<file path="src/rtl/gli_pkg.sv">
// Package gli_pkg
// Shared constants for the GPIO level interrupt unit: trigger codes and
// register addresses. Assumes a 3-bit register address space.
package gli_pkg;
    localparam logic [2:0] TRIG_HIGH   = 3'd1;
    localparam logic [2:0] TRIG_LOW    = 3'd2;

    localparam logic [2:0] A_TRIG      = 3'd0;
    localparam logic [2:0] A_PSEL      = 3'd1;
    localparam logic [2:0] A_MASK_LO   = 3'd2;
    localparam logic [2:0] A_ACK       = 3'd3;
    localparam logic [2:0] A_RAW       = 3'd4;
    localparam logic [2:0] A_MASKED    = 3'd5;
    localparam logic [2:0] A_MASK_HI   = 3'd6;

    // Level comparison for one channel; unknown codes give no hit.
    function automatic logic level_hit(input logic [2:0] code, input logic pin);
        case (code)
            TRIG_HIGH: level_hit = pin;
            TRIG_LOW:  level_hit = ~pin;
            default:   level_hit = 1'b0;
        endcase
    endfunction
endpackage

</file>
<file path="src/rtl/gli_sync.sv">
// Module gli_sync
// Two-flop synchroniser for a bus of independent asynchronous levels.
// Assumes each bit is sampled on its own; no bus coherency is implied.
module gli_sync #(
    parameter int unsigned W = 8
) (
    input  logic         clk,
    input  logic         rst_n,
    input  logic [W-1:0] async_i,
    output logic [W-1:0] sync_o
);
    logic [W-1:0] stage1_q;
    logic [W-1:0] stage2_q;

    // Shift raw levels through two register stages.
    always_ff @(posedge clk) begin
        if (!rst_n) begin
            stage1_q <= '0;
            stage2_q <= '0;
        end else begin
            stage1_q <= async_i;
            stage2_q <= stage1_q;
        end
    end

    assign sync_o = stage2_q;
endmodule

</file>
<file path="src/rtl/gli_channel.sv">
// Module gli_channel
// One interrupt channel. It selects a byte group from the padded pin bus,
// tests bit CH_IDX of that group and compares it with the trigger code.
// Assumes the pin bus holds at least 2**SEL_W groups.
module gli_channel
    import gli_pkg::*;
#(
    parameter int unsigned CH_IDX = 0,
    parameter int unsigned GRP_W  = 8,
    parameter int unsigned SEL_W  = 4,
    parameter int unsigned BUS_W  = GRP_W * (1 << SEL_W)
) (
    input  logic             clk,
    input  logic             rst_n,
    input  logic [BUS_W-1:0] pins_i,
    input  logic [SEL_W-1:0] sel_i,
    input  logic [2:0]       trig_i,
    output logic             hit_o
);
    localparam int unsigned BIT = CH_IDX % GRP_W;

    logic [GRP_W-1:0] group;
    int unsigned      base;

    // Pick the selected byte group and evaluate the level condition.
    always_comb begin
        base  = int'(sel_i) * GRP_W;
        group = pins_i[base +: GRP_W];
        hit_o = level_hit(trig_i, group[BIT]);
    end

    // codes other than high and low level never produce a hit
    a_r5_unimpl_silent: assert property (@(posedge clk) disable iff (!rst_n)
        (trig_i != TRIG_HIGH && trig_i != TRIG_LOW) |-> !hit_o);
endmodule

</file>
<file path="src/rtl/gli_req.sv">
// Module gli_req
// Pending request register with write-one acknowledge, mask gating and
// the combined interrupt. Assumes acknowledge has priority over a new set.
module gli_req #(
    parameter int unsigned N = 10
) (
    input  logic         clk,
    input  logic         rst_n,
    input  logic [N-1:0] req_i,
    input  logic [N-1:0] ack_i,
    input  logic [N-1:0] mask_i,
    output logic [N-1:0] pend_o,
    output logic [N-1:0] masked_o,
    output logic         irq_o
);
    logic [N-1:0] pend_q;

    // Latch requests; acknowledged bits clear for one cycle.
    always_ff @(posedge clk) begin
        if (!rst_n) pend_q <= '0;
        else        pend_q <= (pend_q | req_i) & ~ack_i;
    end

    // Gate pending bits by the mask and merge into one line.
    always_comb begin
        masked_o = pend_q & mask_i;
        irq_o    = |masked_o;
    end

    assign pend_o = pend_q;

    // an acknowledged bit is clear on the next cycle
    a_r6_ack_clears: assert property (@(posedge clk) disable iff (!rst_n)
        (|ack_i) |=> ((pend_q & $past(ack_i)) == '0));
    // a pending bit stays until acknowledged
    a_r7_latched: assert property (@(posedge clk) disable iff (!rst_n)
        1'b1 |=> ((($past(pend_q) & ~$past(ack_i)) & ~pend_q) == '0));
    // a bit only becomes pending when a request was present
    a_r2_set_has_cause: assert property (@(posedge clk) disable iff (!rst_n)
        1'b1 |=> ((pend_q & ~$past(pend_q) & ~$past(req_i)) == '0));
endmodule

</file>
<file path="src/rtl/gpio_level_irq.sv">
// Module gpio_level_irq
// Top of the GPIO level interrupt unit. It holds the configuration
// registers, synchronises the four ports, places them on a padded group
// bus and runs one channel per request line. Assumes every port width
// fits within one port span (GRP_W * groups per port).
module gpio_level_irq
    import gli_pkg::*;
#(
    parameter int unsigned N_CH   = 8,
    parameter int unsigned N_EXT  = 2,
    parameter int unsigned GRP_W  = 8,
    parameter int unsigned SEL_W  = 4,
    parameter int unsigned A_W    = 32,
    parameter int unsigned B_W    = 32,
    parameter int unsigned C_W    = 16,
    parameter int unsigned D_W    = 32
) (
    input  logic           clk,
    input  logic           rst_n,
    input  logic [A_W-1:0] port_a,
    input  logic [B_W-1:0] port_b,
    input  logic [C_W-1:0] port_c,
    input  logic [D_W-1:0] port_d,
    input  logic [N_EXT-1:0] done_in,
    input  logic           wr_en,
    input  logic [2:0]     wr_addr,
    input  logic [31:0]    wr_data,
    input  logic [2:0]     rd_addr,
    output logic [31:0]    rd_data,
    output logic           irq
);
    localparam int unsigned N_PORTS = 4;
    localparam int unsigned N_GRP   = 1 << SEL_W;
    localparam int unsigned SPAN    = GRP_W * (N_GRP / N_PORTS);
    localparam int unsigned BUS_W   = GRP_W * N_GRP;
    localparam int unsigned IN_W    = A_W + B_W + C_W + D_W;
    localparam int unsigned N_REQ   = N_CH + N_EXT;
    localparam int unsigned TRIG_W  = 3 * N_CH;
    localparam int unsigned PSEL_W  = SEL_W * N_CH;

    logic [TRIG_W-1:0] trig_q;
    logic [PSEL_W-1:0] psel_q;
    logic [N_REQ-1:0]  mask_q;
    logic [IN_W-1:0]   pins_sync;
    logic [BUS_W-1:0]  pin_bus;
    logic [N_CH-1:0]   ch_hit;
    logic [N_REQ-1:0]  req_vec;
    logic [N_REQ-1:0]  ack_vec;
    logic [N_REQ-1:0]  pend;
    logic [N_REQ-1:0]  masked;

    // Configuration and mask register writes; mask updated lane by lane.
    always_ff @(posedge clk) begin
        if (!rst_n) begin
            trig_q <= '0;
            psel_q <= '0;
            mask_q <= '0;
        end else if (wr_en) begin
            case (wr_addr)
                A_TRIG:    trig_q <= wr_data[TRIG_W-1:0];
                A_PSEL:    psel_q <= wr_data[PSEL_W-1:0];
                A_MASK_LO: mask_q[N_CH-1:0] <= wr_data[N_CH-1:0];
                A_MASK_HI: mask_q[N_REQ-1:N_CH] <= wr_data[N_REQ-1:N_CH];
                default:   ;
            endcase
        end
    end

    // Write-one acknowledge pulse derived from the register port.
    always_comb begin
        ack_vec = '0;
        if (wr_en && wr_addr == A_ACK) ack_vec = wr_data[N_REQ-1:0];
    end

    gli_sync #(.W(IN_W)) u_sync (
        .clk     (clk),
        .rst_n   (rst_n),
        .async_i ({port_d, port_c, port_b, port_a}),
        .sync_o  (pins_sync)
    );

    // Place each synchronised port in its own zero-padded span.
    always_comb begin
        pin_bus = '0;
        pin_bus[0*SPAN +: A_W] = pins_sync[0 +: A_W];
        pin_bus[1*SPAN +: B_W] = pins_sync[A_W +: B_W];
        pin_bus[2*SPAN +: C_W] = pins_sync[A_W+B_W +: C_W];
        pin_bus[3*SPAN +: D_W] = pins_sync[A_W+B_W+C_W +: D_W];
    end

    for (genvar ch = 0; ch < N_CH; ch++) begin : g_ch
        gli_channel #(
            .CH_IDX (ch),
            .GRP_W  (GRP_W),
            .SEL_W  (SEL_W),
            .BUS_W  (BUS_W)
        ) u_ch (
            .clk    (clk),
            .rst_n  (rst_n),
            .pins_i (pin_bus),
            .sel_i  (psel_q[ch*SEL_W +: SEL_W]),
            .trig_i (trig_q[ch*3 +: 3]),
            .hit_o  (ch_hit[ch])
        );
    end

    assign req_vec = {done_in, ch_hit};

    gli_req #(.N(N_REQ)) u_req (
        .clk      (clk),
        .rst_n    (rst_n),
        .req_i    (req_vec),
        .ack_i    (ack_vec),
        .mask_i   (mask_q),
        .pend_o   (pend),
        .masked_o (masked),
        .irq_o    (irq)
    );

    // Combinational register read multiplexer.
    always_comb begin
        rd_data = '0;
        case (rd_addr)
            A_TRIG:              rd_data[TRIG_W-1:0] = trig_q;
            A_PSEL:              rd_data[PSEL_W-1:0] = psel_q;
            A_MASK_LO, A_MASK_HI: rd_data[N_REQ-1:0] = mask_q;
            A_RAW:               rd_data[N_REQ-1:0] = pend;
            A_MASKED:            rd_data[N_REQ-1:0] = masked;
            default:             rd_data = '0;
        endcase
    end

    // a low-lane mask write keeps the done-flag mask bits
    a_r9_hi_lane_kept: assert property (@(posedge clk) disable iff (!rst_n)
        (wr_en && wr_addr == A_MASK_LO) |=>
            (mask_q[N_REQ-1:N_CH] == $past(mask_q[N_REQ-1:N_CH])));
    // a high-lane mask write keeps the channel mask bits
    a_r9_lo_lane_kept: assert property (@(posedge clk) disable iff (!rst_n)
        (wr_en && wr_addr == A_MASK_HI) |=>
            (mask_q[N_CH-1:0] == $past(mask_q[N_CH-1:0])));
    // the interrupt line is low whenever nothing was pending
    a_r8_irq_needs_pend: assert property (@(posedge clk) disable iff (!rst_n)
        (pend == '0) |-> !irq);
endmodule

</file>
<file path="config.mk">
export PLATFORM = sky130hd
export DESIGN_NAME = gpio_level_irq
export DESIGN_NICKNAME = d
export VERILOG_FILES = /design/src/rtl/gli_pkg.sv /design/src/rtl/gli_sync.sv /design/src/rtl/gli_channel.sv /design/src/rtl/gli_req.sv /design/src/rtl/gpio_level_irq.sv
export SDC_FILE = /design/constraint.sdc
export NUM_CORES = 1
export LEC_CHECK = 0
export ABC_AREA = 1
export BUFFER_PORTS_ARGS = -buffer_cell sky130_fd_sc_hd__buf_2
export CAP_MARGIN = 20
export CORE_AREA = 5 5 183 185
export CTS_BUF_LIST = sky130_fd_sc_hd__clkbuf_16
export DETAILED_ROUTE_END_ITERATION = 10
export DIE_AREA = 0 0 188 190
export SYNTH_ARGS = -nofsm -noshare
export SYNTH_HDL_FRONTEND = slang
export SYNTH_HIERARCHICAL = 1
export SYNTH_SLANG_ARGS = --single-unit
</file>
<file path="constraint.sdc">
create_clock -name clk -period 1.4 [get_ports clk]
set_input_delay 0.42 -clock clk [delete_from_list [all_inputs] [get_ports clk]]
set_output_delay 0.42 -clock clk [all_outputs]
set_load 0.02 [all_outputs]
</file>
==> flow_summary.json, run 1 <==
{
  "layout-drive-gt1-share_pct": 28.5,
  "cp.arrival_ns": 1.41,
  "p_leak_nw": 9.13,
  "grt.total_usage_pct": 17.0,
  "clock_latency_ns": 0.53,
  "final_antenna_net_count": 0,
  "boundaryPins": 188,
  "synth_edf_count": 0,
  "core_area_um2": 31900,
  "path_buf_inv": 2,
  "dieArea_um2": 35700,
  "cts_root_buf": "clkbuf_16",
  "num_rows": 66,
  "period_share_pct": 131,
  "grt_remaining_overflow": 0,
  "path_cells": "nand2_2, inv_1, nand4_1, nand2_1, nor2_2, nand2_2, buf_6",
  "drt_first_pass_iters": 5,
  "portBuffers": 187,
  "yosysWarningCount": 6,
  "avgSynthCellArea_um2": 6.87,
  "path_class": "reg2out",
  "required_ns": 0.98,
  "wl_mm": 31.6,
  "nets": 2226,
  "drt_iter0_markers": 558,
  "ys_top_cells_by_count": "nand2_1, inv_1, dfxtp_1",
  "slew_viol_final": 0,
  "critPathMaxStageDelay_ns": 0.32,
  "ys_seq_area_share_pct": 48.2,
  "crit_top_cell": "nand2_2",
  "setup_slack_ns": -0.430,
  "postSynth.asyncResetShare_pct": 0,
  "ys_seq_elements": 300,
  "antenna_found_initial": 0,
  "power_frac_seq_pct": 48.1,
  "synthMostInstantiatedCell": "nand2_1",
  "finalSetupViolCount": 36,
  "dp_cells": 2406,
  "postSynthCellCount": 1814,
  "critical_path.startpoint_type": "register",
  "initial_utilization_pct": 39.1,
  "timing.fmax_mhz": 546,
  "ys.flop_type": "dfxtp_1",
  "areaGrowthSynthToFinish_pct": 34.3,
  "dpl.hpwl_mm": 22.6,
  "finalSetupTns_ns": -11.44,
  "p_sw_share_pct": 23.6,
  "worstSetupPathDepth": 7,
  "cts_buffers": 29,
  "status": "complete, but fails checks",
  "clock-sinks": 300,
  "ctsHoldBuffers": 0,
  "finalHoldViolCount": 0,
  "clock_path_buffers": 3,
  "cp_max_fo": 2,
  "fin_cells": 2501,
  "rsz0062_at_grt": "true",
  "combPwrFrac_pct": 10.3,
  "synth.area.top_cells": "dfxtp_1, nand2_1, inv_1, nand3_1, nor2_1",
  "max_cap_violations": 0,
  "power_density_nw_per_um2": 1130,
  "die_h_um": 190,
  "worstHoldPathCells": 3,
  "slowest_stage": "dfxtp_2",
  "die_width_um": 188,
  "drc": 0,
  "vias": 10700,
  "drt-vias-per-instance": 4.28,
  "ctsHtreeMaxLevel": 1,
  "netlist.top_cell.by_area": "dfxtp_1",
  "first_global_vias": 10000,
  "tritoncts": "yes",
  "clock_skew_ns": 0.00692,
  "cp_top_family": "simple AND/OR/NAND/NOR gates",
  "grt_start_max_net_pins": 59,
  "power_frac_clock_pct": 41.6,
  "grt_pass1_wl_mm": 50.5,
  "worst_ir_drop_vdd_mv": 0.742,
  "intPower_mw": 14.4,
  "critPathCaptureType": "output pin",
  "ys_types": 21,
  "synth_top_area_share_pct": 48.2,
  "worst-r2r-cell-count": 13,
  "wire_per_inst_um": 12.6,
  "path_clk_slew_ns": 0.06,
  "gp_congestion": 0.841,
  "fin_crit_ns": 1.83,
  "netlist_area_um2": 12500,
  "power.switching_mw": 4.45,
  "hp-class": "in2reg",
  "violations": "negative setup slack",
  "diodes": 0
}
[cells in the final DEF, fill, tap and decap left out, drive strengths merged]
cell	netlist	routed
o21ai	14	14
bufinv	0	5
nor3	19	19
nand2	581	581
nor2	175	176
clkinv	0	14
buf	58	275
nand3	167	167
inv	455	455
clkbuf	11	33
conb	1	16
dfxtp	300	300
clkinvlp	0	5
nand4	9	9
a21oi	24	24
[worst reg2reg max path, stage by stage, from the launching register on]
cell,delay [ns]
dfxtp_2,0.33
buf_12,0.12
buf_12,0.14
inv_8,0.08
nand2_1,0.05
nand2_1,0.05
nand2_1,0.05
nand3_2,0.06
nand3_2,0.10
nand2_1,0.09
nand2_1,0.06
nand2_2,0.09
nor2_1,0.05
nor3_1,0.12
[final timing paths]
path                                                      from                               to  slack, ns
worst max-delay path                u_req/pend_o[9]$_SDFF_PN0_                       rd_data[9]      -0.43
worst min-delay path                                port_d[30]  u_sync/stage1_q[110]$_SDFF_PN0_       0.07
worst max register to register         psel_q[12]$_SDFFE_PN0P_       u_req/pend_o[3]$_SDFF_PN0_      -0.05
worst min register to register  u_sync/stage1_q[92]$_SDFF_PN0_     u_sync/sync_o[92]$_SDFF_PN0_       0.41
[layer usage]
| metal | global-route usage [%] | vias up | wire [um] |
|---|---|---|---|
| met5 | 0 | - | 0 |
| met4 | 3.87 | 0 | 614 |
| met3 | 2.61 | 37 | 1700 |
| met2 | 25.9 | 270 | 13400 |
| met1 | 25.4 | 4667 | 15900 |
| li1 | - | 5727 | - |
[logic make-up (layout without fill, tap and decap cells)]
family	Yosys count	count (layout)	synth area share, %
AOI/OAI and AO/OA	38	38	1.53
buffers and inverters	524	787	17.8
DFF	300	300	48.2
other	1	16	0.0301
and+or+nand+nor	951	952	32.5
[power groups by stage]
stage | clock [mW] | combinational, mW | sequential, mW
6_report | 7.86 | 1.95 | 9.08
4_1_cts | 8.09 | 1.86 | 9.08
2_1_floorplan | 0 | 1.08 | 9.23
3_5_place_dp | 0 | 1.68 | 9.28
3_3_place_gp | 0 | 1.66 | 9.28
5_1_grt | 8.46 | 2.19 | 9.12
[flip-flops by register name, summed over array words and instances (netlist names)]
name / flops
mask_q: 10
psel_q: 32
trig_q: 24
u_req/pend_o: 10
u_sync/stage1_q: 112
u_sync/sync_o: 112
[final cells by class]
class,instances,area [um2]
clock buffer,29,726
clock inverter,24,249
fill,3137,15100
inverter,455,1790
multi-input combinational,1006,4940
sequential,300,6110
tap,408,510
timing repair buffer,279,2390
[per-stage QoR]
| step | cell area (um2) | utilization [%] | power [mW] | setup WS, ns | hold slack [ns] |
|---|---|---|---|---|---|
| 3_5_place_dp | 14500 | 45.4 | 11.0 | -0.435 | 0.397 |
| 2_1_floorplan | 12800 | - | 10.3 | -0.0536 | 0.390 |
| 3_3_place_gp | 14500 | 45.4 | 10.9 | -0.421 | 0.395 |
| 4_1_cts | 16200 | 50.9 | 19.0 | -0.464 | 0.0376 |
| 6_report | 16700 | 52.5 | 18.9 | -0.430 | 0.0663 |
| 5_1_grt | 16700 | 52.5 | 19.8 | -0.525 | 0.0591 |
[what timing repair did]
item                       in CTS  in global routing
gates cloned                    5                  4
pin swaps                      54                 72
resized for setup             179                109
setup endpoints to repair      37                 40
setup buffers                  26                  9
No activity file was read; power rests on OpenSTA's default activity.
==> run 2, diff against run 1 <==
ABC_AREA = default   (was 1)
CORE_AREA = 5 5 171 173   (was 5 5 183 185)
DIE_AREA = 0 0 176 178   (was 0 0 188 190)
RECOVER_POWER = 25   (was default)
TNS_END_PERCENT = 5   (was default)
==> flow_summary.json, run 2 <==
{
  "status": "complete, but fails checks",
  "violations": "negative setup slack",
  "die_width_um": 176,
  "power_frac_seq_pct": 50.6,
  "slew_viol_final": 0,
  "max_slew_margin_pct": 48.9,
  "r2r-end": "u_req/pend_o[3]$_SDFF_PN0_",
  "drc": 0,
  "dp_worst_setup_slack_ns": -0.868,
  "cp.arrival_ns": 2.12,
  "p_leak_nw": 5.93,
  "portBuffers": 187,
  "critical_path.startpoint_type": "register",
  "postSynth.asyncResetShare_pct": 0,
  "wl_mm": 27.3,
  "final_util_pct": 51.2,
  "required_ns": 0.98,
  "reg2reg_slack_ns": -0.83,
  "fin_area_um2": 14100,
  "tritoncts": "yes",
  "drt-vias-per-instance": 4.61,
  "wire_per_inst_um": 17.1,
  "path_class": "reg2out",
  "nets": 1388,
  "hold_end": "u_sync/stage1_q[110]$_SDFF_PN0_",
  "core_area_um2": 27500,
  "ys_seq_elements": 300,
  "worst-r2r-cell-count": 6,
  "path_buf_inv": 1,
  "drt_iter0_markers": 395,
  "path_clk_slew_ns": 0.06,
  "grt.total_usage_pct": 17.1,
  "grt_start_max_net_pins": 95,
  "netlist_area_um2": 10900,
  "worstHoldPathCells": 2,
  "ctsHtreeMaxLevel": 1,
  "power_frac_clock_pct": 42.9,
  "layout_common_cells": "dfxtp_1, and2_1, buf_2, nand2_1, buf_4",
  "boundaryPins": 188,
  "dpl.hpwl_mm": 20.5,
  "layout-drive-gt1-share_pct": 35.1,
  "vias": 7389,
  "period_share_pct": 182,
  "p_total_mw": 17.8,
  "p_sw_share_pct": 21.9,
  "rsz0062_at_grt": "true",
  "first_global_vias": 7481,
  "drt_first_pass_iters": 4,
  "synth.area.top_cells": "dfxtp_1, and2_1, mux4_1, nand2_1, mux2i_1",
  "synthMostInstantiatedCell": "dfxtp_1",
  "cp_top_family": "simple AND/OR/NAND/NOR gates",
  "dieArea_um2": 31300,
  "synth_edf_count": 0,
  "clock_latency_ns": 0.54,
  "fillers": 2563,
  "ys_seq_area_share_pct": 55.2,
  "power.switching_mw": 3.89,
  "antenna_found_initial": 1,
  "timing.fmax_mhz": 393,
  "cp-startpoint": "u_req/pend_o[3]$_SDFF_PN0_",
  "fin_crit_ns": 2.54,
  "ys.flop_type": "dfxtp_1",
  "areaGrowthSynthToFinish_pct": 29.3,
  "slowest_stage": "or4_1",
  "ys_types": 39,
  "gp_congestion": 0.840,
  "yosysWarningCount": 6,
  "hp-class": "in2reg",
  "max_cap_violations": 0,
  "grt_pass1_wl_mm": 42.1,
  "critPathCaptureType": "output pin",
  "grt_remaining_overflow": 0,
  "netlist.top_cell.by_area": "dfxtp_1",
  "min-delay-start": "port_d[30]",
  "multi_input_area_um2": 4610,
  "clock_skew_ns": 0.0108,
  "clock_path_buffers": 3,
  "clock-sinks": 300,
  "cp_max_fo": 2,
  "die_h_um": 178,
  "initial_utilization_pct": 39.6,
  "postSynthCellCount": 950,
  "intPower_mw": 13.9,
  "cts_buffers": 31,
  "seq_area_um2": 6080,
  "max_slew.worst_pin.slew_ns": 0.766,
  "final_antenna_net_count": 0,
  "path_cells": "a22o_2, or4_1, or4_4, buf_6",
  "cts_root_buf": "clkbuf_16",
  "finalHoldViolCount": 0,
  "combPwrFrac_pct": 6.5,
  "avgSynthCellArea_um2": 11.5,
  "finalSetupViolCount": 42,
  "critPathMaxStageDelay_ns": 0.47,
  "worst_ir_drop_vdd_mv": 0.969,
  "synth_top_area_share_pct": 55.2,
  "final_common_cell": "dfxtp_1",
  "power_density_nw_per_um2": 1260,
  "placed_area_um2": 12900,
  "setup_slack_ns": -1.14,
  "ys_top_cells_by_count": "dfxtp_1, and2_1, nand2_1",
  "num_rows": 61,
  "r2r-start": "psel_q[14]$_SDFFE_PN0P_"
}
-- run 2: repair_timing --
action | 4_1_cts | 5_1_grt
pin swaps | 13 | 5
hold buffers | 0 | 0
buffers inserted | 1 | 1
resized for setup | 59 | 26
endpoints found under the setup margin | 41 | 41
-- run 2: per-stage QoR --
step / instances / hold slack [ns] / TNS [ns]
global route: 1602 / 0.0702 / -33.57
CTS: 1600 / 0.0614 / -23.06
global placement: 1544 / 0.417 / -29.08
detailed placement: 1544 / 0.417 / -29.71
floorplan: 965 / 0.412 / -16.95
finish: 1602 / 0.0798 / -22.25
-- run 2: worst max path at each step --
stage | end | slack [ns] | cells past startpoint
after floorplan | u_req/pend_o[5]$_SDFF_PN0_ | -0.65 | 6
after global placement | u_req/pend_o[3]$_SDFF_PN0_ | -0.83 | 6
after detailed placement | u_req/pend_o[3]$_SDFF_PN0_ | -0.87 | 6
after CTS | irq | -1.16 | 4
after global routing | irq | -1.18 | 4
final | irq | -1.14 | 4
-- run 2: logic make-up after synthesis --
group,after synthesis,synth area share (%)
AND/OR/NAND/NOR,425,22.4
flip-flops,300,55.2
AO/OA/AOI/OAI,92,6.22
multiplexers,78,13.0
buffers and inverters,54,3.14
other,1,0.0345
-- run 2: metal layers --
metal	vias up	GRT usage, %	share of wire (%)
li1	3721	-	-
met5	-	0	0
met2	208	24.0	40
met3	47	3.35	6.2
met1	3413	26.7	51
met4	0	4.16	2.1
-- run 2: power groups by stage --
stage          combinational, mW  sequential (mW)  clock, mW
6_report                    1.16             9.00       7.63
5_1_grt                     1.28             9.03       8.15
4_1_cts                     1.17             9.00       7.77
3_5_place_dp                1.15             9.19          0
3_3_place_gp                1.14             9.18          0
2_1_floorplan              0.611             9.13          0
-- run 2: cell type report --
class / instances / share of cell area (%)
timing repair buffer: 289 / 14.2
tap: 346 / 3.08
sequential: 300 / 43.2
clock buffer: 33 / 5.87
antenna: 1 / 0.0178
clock inverter: 22 / 0.898
multi-input combinational: 611 / 32.8
